===== src/rtl/spi_byte_pkg.sv =====
package spi_byte_pkg;

  localparam int BYTE_W = 8;

  // register byte offsets
  localparam int OFS_MODE = 0;
  localparam int OFS_RXD  = 1;
  localparam int OFS_TXD  = 2;
  localparam int OFS_CTRL = 3;
  localparam int OFS_STAT = 4;
  localparam int OFS_DIV  = 6;

  // mode register layout, MSB to LSB: 0x10 0x08 0x04 0x02 0x01
  typedef struct packed {
    logic lead_cap;  // capture on leading edge (inverse of CPHA)
    logic en;        // port enable
    logic lsb;       // LSB first
    logic idle_hi;   // clock idles high
    logic loop;      // internal loopback
  } mode_t;

  localparam int MODE_W = $bits(mode_t);

endpackage


===== src/rtl/spi_byte_prescale.sv =====
module spi_byte_prescale #(
  parameter int DIV_W = 8
) (
  input  logic             clk,
  input  logic             rst_n,
  input  logic             run,
  input  logic [DIV_W-1:0] div,
  output logic             tick
);
  localparam int CNT_W = DIV_W + 1;

  logic [CNT_W-1:0] cnt;
  logic [CNT_W-1:0] limit;

  // half period is 2*(div+1) clocks, so the terminal count is 2*div+1
  assign limit = {div, 1'b1};
  assign tick  = run && (cnt == limit);

  always_ff @(posedge clk) begin
    if (!rst_n)             cnt <= '0;
    else if (!run || tick)  cnt <= '0;
    else                    cnt <= cnt + 1'b1;
  end


  tick_spacing_chk: assert property (@(posedge clk) disable iff (!rst_n)
    tick |=> !tick);

endmodule


===== src/rtl/spi_byte_engine.sv =====
module spi_byte_engine
  import spi_byte_pkg::*;
#(
  parameter int BITS  = 8,
  parameter int DIV_W = 8
) (
  input  logic             clk,
  input  logic             rst_n,
  input  mode_t            mode,
  input  logic [DIV_W-1:0] div,
  input  logic             start,
  input  logic [BITS-1:0]  tx_byte,
  input  logic             miso,
  output logic             sck,
  output logic             mosi,
  output logic             busy,
  output logic             done,
  output logic [BITS-1:0]  rx_word
);
  localparam int EDGES = 2 * BITS;
  localparam int IDX_W = $clog2(EDGES);
  localparam logic [IDX_W-1:0] LAST_EDGE = IDX_W'(EDGES - 1);

  logic             shifting, tail, tog, mosi_q;
  logic [IDX_W-1:0] edge_idx;
  logic [BITS-1:0]  txs, rxs, rx_next, tx_rev, rx_rev, ld;
  logic             tick, accept, leading, sample_now, launch_now, bit_in;

  spi_byte_prescale #(.DIV_W(DIV_W)) u_pre (
    .clk  (clk),
    .rst_n(rst_n),
    .run  (shifting),
    .div  (div),
    .tick (tick)
  );

  for (genvar g = 0; g < BITS; g++) begin : g_rev
    assign tx_rev[g] = tx_byte[BITS-1-g];
    assign rx_rev[g] = rx_next[BITS-1-g];
  end

  assign busy       = shifting | tail;
  assign accept     = start && mode.en && !busy;
  assign leading    = !edge_idx[0];
  assign sample_now = shifting && tick && (leading == mode.lead_cap);
  assign launch_now = shifting && tick && (leading != mode.lead_cap);
  assign done       = shifting && tick && (edge_idx == LAST_EDGE);
  assign bit_in     = mode.loop ? mosi_q : miso;
  assign rx_next    = sample_now ? {rxs[BITS-2:0], bit_in} : rxs;
  assign ld         = mode.lsb ? tx_rev : tx_byte;
  assign rx_word    = mode.lsb ? rx_rev : rx_next;
  assign sck        = mode.idle_hi ^ tog;
  assign mosi       = mosi_q;

  always_ff @(posedge clk) begin
    if (!rst_n) begin
      shifting <= 1'b0;
      tail     <= 1'b0;
      tog      <= 1'b0;
      mosi_q   <= 1'b0;
      edge_idx <= '0;
      txs      <= '0;
      rxs      <= '0;
    end else if (!mode.en) begin
      shifting <= 1'b0;
      tail     <= 1'b0;
      tog      <= 1'b0;
      mosi_q   <= 1'b0;
      edge_idx <= '0;
    end else begin
      tail <= done;
      if (accept) begin
        shifting <= 1'b1;
        edge_idx <= '0;
        tog      <= 1'b0;
        rxs      <= '0;
        if (mode.lead_cap) begin
          mosi_q <= ld[BITS-1];
          txs    <= {ld[BITS-2:0], 1'b0};
        end else begin
          txs    <= ld;
        end
      end else if (shifting && tick) begin
        tog      <= ~tog;
        edge_idx <= edge_idx + 1'b1;
        rxs      <= rx_next;
        if (launch_now) begin
          mosi_q <= txs[BITS-1];
          txs    <= {txs[BITS-2:0], 1'b0};
        end
        if (edge_idx == LAST_EDGE) shifting <= 1'b0;
      end
    end
  end


  frame_launch_chk: assert property (@(posedge clk) disable iff (!rst_n)
    $rose(shifting) |-> $past(start && mode.en));


  busy_tail_chk: assert property (@(posedge clk) disable iff (!rst_n)
    $fell(busy) |-> ($past(done, 2) || !$past(mode.en)));


  idle_hold_chk: assert property (@(posedge clk) disable iff (!rst_n)
    (!mode.en && !$past(mode.en)) |-> (sck == mode.idle_hi && !mosi));

endmodule


===== src/rtl/spi_byte_master.sv =====
module spi_byte_master
  import spi_byte_pkg::*;
#(
  parameter int ADDR_W = 3,
  parameter int DIV_W  = 8
) (
  input  logic              clk,
  input  logic              rst_n,
  input  logic [ADDR_W-1:0] reg_addr,
  input  logic              reg_wr,
  input  logic              reg_rd,
  input  logic [7:0]        reg_wdata,
  output logic [7:0]        reg_rdata,
  output logic              irq,
  output logic              sck,
  output logic              mosi,
  input  logic              miso
);
  mode_t             mode_r;
  logic [BYTE_W-1:0] tx_r, rx_r, rx_word;
  logic [DIV_W-1:0]  div_r;
  logic              rdy_r, eng_busy, eng_done, go, rx_pop;

  assign go     = reg_wr && (reg_addr == ADDR_W'(OFS_CTRL)) && reg_wdata[0];
  assign rx_pop = reg_rd && (reg_addr == ADDR_W'(OFS_RXD));
  assign irq    = rdy_r;

  always_ff @(posedge clk) begin
    if (!rst_n) begin
      mode_r <= '0;
      tx_r   <= '0;
      div_r  <= '0;
      rx_r   <= '0;
      rdy_r  <= 1'b0;
    end else begin
      if (reg_wr && reg_addr == ADDR_W'(OFS_MODE)) mode_r <= mode_t'(reg_wdata[MODE_W-1:0]);
      if (reg_wr && reg_addr == ADDR_W'(OFS_TXD))  tx_r   <= reg_wdata;
      if (reg_wr && reg_addr == ADDR_W'(OFS_DIV))  div_r  <= reg_wdata[DIV_W-1:0];
      if (eng_done) begin
        rx_r  <= rx_word;
        rdy_r <= 1'b1;
      end else if (rx_pop) begin
        rdy_r <= 1'b0;
      end
    end
  end

  always_comb begin
    case (reg_addr)
      ADDR_W'(OFS_MODE): reg_rdata = 8'(mode_r);
      ADDR_W'(OFS_RXD):  reg_rdata = rx_r;
      ADDR_W'(OFS_TXD):  reg_rdata = tx_r;
      ADDR_W'(OFS_STAT): reg_rdata = {6'b0, eng_busy, rdy_r};
      ADDR_W'(OFS_DIV):  reg_rdata = 8'(div_r);
      default:           reg_rdata = 8'h00;
    endcase
  end

  spi_byte_engine #(.BITS(BYTE_W), .DIV_W(DIV_W)) u_eng (
    .clk    (clk),
    .rst_n  (rst_n),
    .mode   (mode_r),
    .div    (div_r),
    .start  (go),
    .tx_byte(tx_r),
    .miso   (miso),
    .sck    (sck),
    .mosi   (mosi),
    .busy   (eng_busy),
    .done   (eng_done),
    .rx_word(rx_word)
  );


  ready_source_chk: assert property (@(posedge clk) disable iff (!rst_n)
    $rose(rdy_r) |-> $past(eng_done));


  ready_clear_chk: assert property (@(posedge clk) disable iff (!rst_n)
    $fell(rdy_r) |-> ($past(rx_pop) && !$past(eng_done)));

endmodule


===== config.mk =====
export PLATFORM = sky130hd
export DESIGN_NAME = spi_byte_master
export DESIGN_NICKNAME = d
export VERILOG_FILES = /design/src/rtl/spi_byte_pkg.sv /design/src/rtl/spi_byte_prescale.sv /design/src/rtl/spi_byte_engine.sv /design/src/rtl/spi_byte_master.sv
export SDC_FILE = /design/constraint.sdc
export NUM_CORES = 1
export LEC_CHECK = 0
export BUFFER_PORTS_ARGS = -buffer_cell sky130_fd_sc_hd__buf_2
export CAP_MARGIN = 0
export CORE_MARGIN = 4
export CORE_UTILIZATION = 62
export CTS_BUF_LIST = sky130_fd_sc_hd__clkbuf_16
export DETAILED_ROUTE_END_ITERATION = 10
export MAX_ROUTING_LAYER = met4
export PLACE_DENSITY = 0.82
export SYNTH_ARGS = -nofsm -noshare
export SYNTH_HDL_FRONTEND = slang
export SYNTH_SLANG_ARGS = --single-unit

===== constraint.sdc =====
create_clock -name clk -period 4.05 [get_ports clk]
set_input_delay 0.405 -clock clk [delete_from_list [all_inputs] [get_ports clk]]
set_output_delay 0.405 -clock clk [all_outputs]
set_load 0.02 [all_outputs]

==> results of run 1 <==
## metal layers
metal | up-vias | part of all wire
li1 | 1341 | -
met1 | 1321 | 0.44
met2 | 111 | 0.47
met3 | 17 | 0.071
met4 | 0 | 0.025
met5 | - | 0
## layout by cell type (no fill, tap or decap), drive strengths merged, types with 5 or more instances in the layout
cell type	count
a21boi	6
a21oi	15
a22oi	12
buf	27
clkbuf	9
dfxtp	63
inv	8
mux2	7
mux2i	28
mux4	5
nand2	48
nand3	17
nand4	5
nor2	36
nor2b	19
nor4	5
o211ai	6
o21ai	16
xnor2	15
xor2	7
## kinds of logic after synthesis
logic type                 synth area share
muxes                                 0.145
AOI/OAI and AO/OA                     0.138
xor gates and xnor gates             0.0709
adders and majority gates           0.00746
and+or+nand+nor                       0.226
buffers and inverters                0.0366
DFF                                   0.376
## worst max-delay path, delay by kind of cell, from the launching register on
family                    cells  cell delay, ns
muxes                         1            0.62
DFF                           1            0.67
and+or+nand+nor               3            0.72
xor gates and xnor gates      1            0.20
AOI/OAI and AO/OA             1            0.08
## metrics by stage
step | total power, W | util | worst slack (ns) | instance area (sq um) | hold WS, ns
final | 0.00149 | 0.731 | 1.64 | 3780 | 0.348
after global routing | 0.00152 | 0.731 | 1.48 | 3780 | 0.371
after CTS | 0.00150 | 0.731 | 1.64 | 3780 | 0.342
after detailed placement | 0.000708 | 0.672 | 1.70 | 3480 | 0.453
after global placement | 0.000707 | 0.672 | 1.77 | 3480 | 0.446
after floorplan | 0.000685 | - | 2.02 | 3350 | 0.428
## sequential cells by signal (all words and copies together) (netlist names), 4 cells and up
signal and cells:
u_eng.u_pre.cnt 9, div_r 8, rx_r 8, tx_r 8, u_eng.rxs 8, u_eng.txs 8
mode_r 5, u_eng.edge_idx 4
## synthesized netlist by cell type, types with 4 or more instances
master and instances:
o211ai_1 6, mux4_1 4, nor2b_1 19, xnor2_1 9
nand3_1 16, dfxtp_1 63, o21ai_1 5, a21boi_0 5
nor2_1 36, a22oi_1 12, inv_1 6, o21ai_0 11
xor2_1 7, nand4_1 4, nand2_1 47, mux2i_1 28
a21oi_1 15, xnor2_2 6, clkbuf_1 14, mux2_2 7
## layout make-up
class / instances / area (sq um) / area share
Clock buffer: 9 / 225 / 0.0595
Inverter: 6 / 22.5 / 0.00595
Multi-Input combinational cell: 278 / 1970 / 0.521
Timing Repair Buffer: 27 / 138 / 0.0364
Clock inverter: 7 / 80.1 / 0.0212
Sequential cell: 63 / 1260 / 0.333
Tap cell: 70 / 87.6 / 0.0231
## where the power goes
group	switching (W)	internal (W)	total, W	leakage, nW
combinational	0.0000395	0.0000239	0.0000634	0.622
clock	0.000263	0.000528	0.000791	0.157
sequential	0.00000848	0.000625	0.000634	0.508
total	0.000311	0.00118	0.00149	1.29
## worst paths after layout
| path | from | end | slack (ns) | cells past startpoint |
|---|---|---|---|---|
| worst max-delay path | mode_r[4] | rx_r[5] | 1.64 | 6 |
| worst min register to register | rx_r[2] | rx_r[2] | 0.46 | 2 |
| worst max register to register | mode_r[4] | rx_r[5] | 1.64 | 6 |
| worst min-delay path | reg_wdata[6] | div_r[6] | 0.35 | 3 |
==> metrics.cfg, run 1 <==
[floorplanning]
core_sq_um = 5170
fp.dieH_microns = 81.5
rows = 26
io_pins = 27
dieWidth_microns = 81.5
initial_utilization = 0.648
die-area_sq_um = 6650

[synth]
synthesis.area_sq_um = 3350
ys.flop_type = dfxtp_1
synth.area.top_cells = dfxtp_1, mux2i_1, nand2_1
yosysTopAreaCellShare = 0.376
synthArstFlopShare = 0
syn_area_per_cell_sq_um = 9.11
syn_nets = 386
postSynthCellCount = 368
ys_ff_latch = 63
ys_types = 50
synth_edf_count = 0
yosysWarnings = 0
yosysSeqAreaShare = 0.376
yosys.area.top_type = dfxtp_1

[place]
portBuffers = 26
dp.cells = 444
post-dp-hpwl_mm = 5.36
globalplace.congestion = 0.886

[cts]
cts_resized = 0
cts_buffers = 9
cts_tree = done
cts-root-buf = clkbuf_16
clock_latency_ns = 0.33
clk_path_buf_depth = 2
clkSlewWorstSetupHoldPaths_ns = 0.05
cts_num_sinks = 63
h-tree-depth = 3
cts_setup_buffers = 0
hold_buffers = 0

[sta]
timing.final.crit_period_ns = 2.41
drv_slew = 0
finalClockSkew_ns = 0.00682
grt_setup_unrepaired = false
max_freq_ghz = 0.415
relSlewSlack = 0.255
setup_tns_ns = 0
setup_viol = 0
worstMarginPinSlew_ns = 1.10
fin_crit_sh = 0.595
final_hold_viol_count = 0

[setup_path]
crit_chain = xnor2_1 > nand2b_2 > nor4_4 > mux4_1 > nand3_1 > o21ai_1
cp.arrival_ns = 2.62
start_kind = register
crit_type = register to register
crit_fanout = 17
required_ns = 4.26
slowest_delay_ns = 0.67
critPathSlowestCell = dfxtp_1
cp-end-kind = register

[global_route]
use_met3 = 0.0450
antenna_found_initial = 0
met1_usage = 0.351
grt_max_degree = 42
grt_pass1_vias = 2618
use_met2 = 0.406
grt_pass1_wl_mm = 13.1
grt_overflow_total = 0
busiest_layer = met2
grt_use_total = 0.269

[drt]
viasPerCell = 6.07
wl_mm = 7.87
wire_per_inst_microns = 17.1
ant_nets = 0
vias = 2790
route.detailed.drc = 0
drtIter0Drc = 205
firstDrtPassIters = 5

[finish]
fill_cells = 397
antenna_cells = 0
finalNetCount = 403
final_cells = 460
area_growth_pct = 12.8
drive_above_1_share = 0.159

[pwr]
vdd.ir_drop.worst_mv = 0.265
p_leak_nw = 1.29
pwr_density_cell_nw_per_um2 = 393

[hold_path]
holdCritPathClass = input pin to register

[flow_run]
drv_cap = 0

[run_status]
outcome = finished clean

(Power assumes the default switching activity.)
==> inputs of run 2 (changes only) <==
ABC_AREA = 1   (was default)
CORE_UTILIZATION = 59   (was 62)
PLACE_DENSITY = 0.79   (was 0.82)
clock period = 2.5 ns   (was 4.05 ns; I/O delays follow)
==> metrics.cfg, run 2 <==
[cts]
cts_buffers = 9  ; unchanged
clkSlewWorstSetupHoldPaths_ns = 0.05  ; about the same
cts_num_sinks = 63  ; unchanged
cts_tree = done
cts-root-buf = clkbuf_16
h-tree-depth = 3  ; unchanged
hold_buffers = 0  ; unchanged
cts_setup_buffers = 0  ; unchanged
clock_latency_ns = 0.33  ; about the same
clk_path_buf_depth = 2  ; unchanged
cts_resized = 0  ; unchanged

[sta]
drv_slew = 0  ; unchanged
final_hold_viol_count = 0  ; unchanged
max_freq_ghz = 0.511  ; +23%
final.setup.worst_slack_ns = 0.542  ; -1.10 ns
grt_setup_unrepaired = false
relSlewSlack = 0.575  ; +0.321
timing.final.crit_period_ns = 1.96  ; -0.452 ns
setup_tns_ns = 0  ; unchanged
worstMarginPinSlew_ns = 0.636  ; -0.464 ns
finalClockSkew_ns = 0.00594  ; -0.000874 ns
fin_crit_sh = 0.783  ; +0.188
setup_viol = 0  ; unchanged

[global_route]
grt_pass1_wl_mm = 13.5  ; +3.1%
grt_overflow_total = 0  ; unchanged
grt_use_total = 0.272  ; +0.00292
antenna_found_initial = 0  ; unchanged
grt_max_degree = 25  ; -40%
grt_pass1_vias = 2938  ; +12%

[drt]
top_layer = met4
wl_met2_mm = 3.88  ; +5.3%
ant_nets = 0  ; unchanged
vias = 3268  ; +17%
drtIter0Drc = 289  ; +41%
firstDrtPassIters = 4  ; -1
wl_mm = 8.10  ; +2.8%
viasPerCell = 5.62  ; -7.3%
wl_met1_mm = 3.50  ; +1.9%
route.detailed.drc = 0  ; unchanged
wl_met3_microns = 529  ; -5.5%
wire_per_inst_microns = 13.9  ; -19%

[synth]
ys_top_cells_by_count = nand2_1, dfxtp_1, inv_1, nand3_1, a21oi_1
syn_nets = 496  ; +28%
synthesis.area_sq_um = 3250  ; -3.0%
yosysWarnings = 0  ; unchanged
synth.most_common_cell = nand2_1
yosysSeqAreaShare = 0.388  ; +0.0116
yosys.area.top_type = dfxtp_1
yosysTopAreaCellShare = 0.388  ; +0.0116
synth_edf_count = 0  ; unchanged
postSynthCellCount = 478  ; +30%
syn_area_per_cell_sq_um = 6.81  ; -25%
ys_types = 39  ; -22%
ys.flop_type = dfxtp_1
synth.area.top_cells = dfxtp_1, nand2_1, nand3_1
ys_ff_latch = 63  ; unchanged
synthArstFlopShare = 0  ; unchanged

[setup_path]
critPathSlowestCell = dfxtp_1
crit_top_cell = nand3_1
start_kind = register
crit_chain = xnor2_1 > nand3_1 > nor3_4 > nand4_2 > inv_2 > nand3_1 > nand2_1 > inv_1
crit_type = register to register
required_ns = 2.72  ; -1.54 ns
cp-end-kind = register
cp.arrival_ns = 2.18  ; -0.44 ns
crit_fanout = 12  ; -5
slowest_delay_ns = 0.43  ; -0.24 ns

[finish]
layout_commonest_cell = nand2_1
finalNetCount = 525  ; +30%
largest_reg_flops = 9  ; unchanged
mostFrequentLayoutCells = nand2_1, dfxtp_1, inv_1, nand3_1, a21oi_1
final_util = 0.707  ; -0.0244
drive_above_1_share = 0.117  ; -0.0416
antenna_cells = 0  ; unchanged
area_growth_pct = 13.8
top_register = u_eng.u_pre.cnt

[floorplanning]
dieWidth_microns = 82.3  ; +0.88%
io_pins = 27  ; unchanged
initial_utilization = 0.621  ; -0.0272
fp.dieH_microns = 82.3  ; +0.88%
core_sq_um = 5240  ; +1.3%
die-area_sq_um = 6770  ; +1.8%
rows = 26  ; unchanged

[place]
globalplace.congestion = 0.898  ; +1.4%
dp_slack_ns = 0.560  ; -1.14 ns
portBuffers = 26  ; unchanged
post-dp-hpwl_mm = 6.07  ; +13%

[run_status]
outcome = finished clean

[pwr]
p_leak_nw = 1.51  ; +18%
pwr_density_cell_nw_per_um2 = 591  ; +50%
vdd.ir_drop.worst_mv = 0.399  ; +51%

[flow_run]
drv_cap = 0  ; unchanged

[hold_path]
holdCritPathClass = input pin to register

-- run 2: changes by cell type in the layout (fill, tap and decap cells not counted), moves of 11 or more --
cell / delta
nor2b_1: -19
nand2_1: +58
nand3_1: +36
a22oi_1: -11
inv_1: +53
o21ai_0: +27
a21oi_1: +33
mux2i_1: -26
-- run 2: per-layer routing --
layer | global-route usage | vias up
met2 | 0.446 | 108
met4 | 0.105 | 0
met1 | 0.325 | 1500
li1 | - | 1638
met5 | - | -
met3 | 0.0597 | 22
-- run 2: metrics by stage --
stage | cells | total power [W] | cell area, sq um | hold WS [ns]
floorplan | 478 | 0.00111 | 3250 | 0.385
global placement | 566 | 0.00115 | 3460 | 0.450
detailed placement | 566 | 0.00116 | 3460 | 0.454
CTS | 581 | 0.00219 | 3700 | 0.156
global route | 581 | 0.00226 | 3700 | 0.193
finish | 581 | 0.00219 | 3700 | 0.156
-- run 2: cell families after synthesis --
kind of cell / share of synthesized area
DFF: 0.388
adders and majority gates: 0.00769
buffers and inverters: 0.0969
AOI/OAI and AO/OA: 0.171
and+or+nand+nor: 0.312
muxes: 0.00615
xor gates and xnor gates: 0.0185
-- run 2: area by class of cell --
type,count,area [sq um]
multi-input combinational,334,1680
fill,445,1530
sequential,63,1260
inverter,66,248
clock buffer,9,225
timing repair buffer,33,183
tap,70,87.6
clock inverter,6,22.5
-- run 2: power by group --
group          total [W]  switching, W  leakage, nW  internal, W
clock network    0.00105      0.000409        0.132     0.000641
registers        0.00103    0.00000980        0.509      0.00102
logic           0.000112     0.0000787        0.872    0.0000330
total            0.00219      0.000498         1.51      0.00169
-- run 2: final timing paths --
path	startpoint	slack, ns	endpoint	cells past startpoint
min	reg_wdata[7]	0.16	tx_r[7]	3
max reg2reg	u_eng.u_pre.cnt[5]	0.54	rx_r[7]	8
max	u_eng.u_pre.cnt[5]	0.54	rx_r[7]	8
min reg2reg	u_eng.txs[3]	0.46	u_eng.txs[3]	2
-- run 2: worst max-delay path: cells and delay by family, from the launching register on --
kind | cells | cell delay (ns)
xor+xnor | 1 | 0.15
buf+inv | 2 | 0.28
flops | 1 | 0.43
simple gates | 5 | 1.00
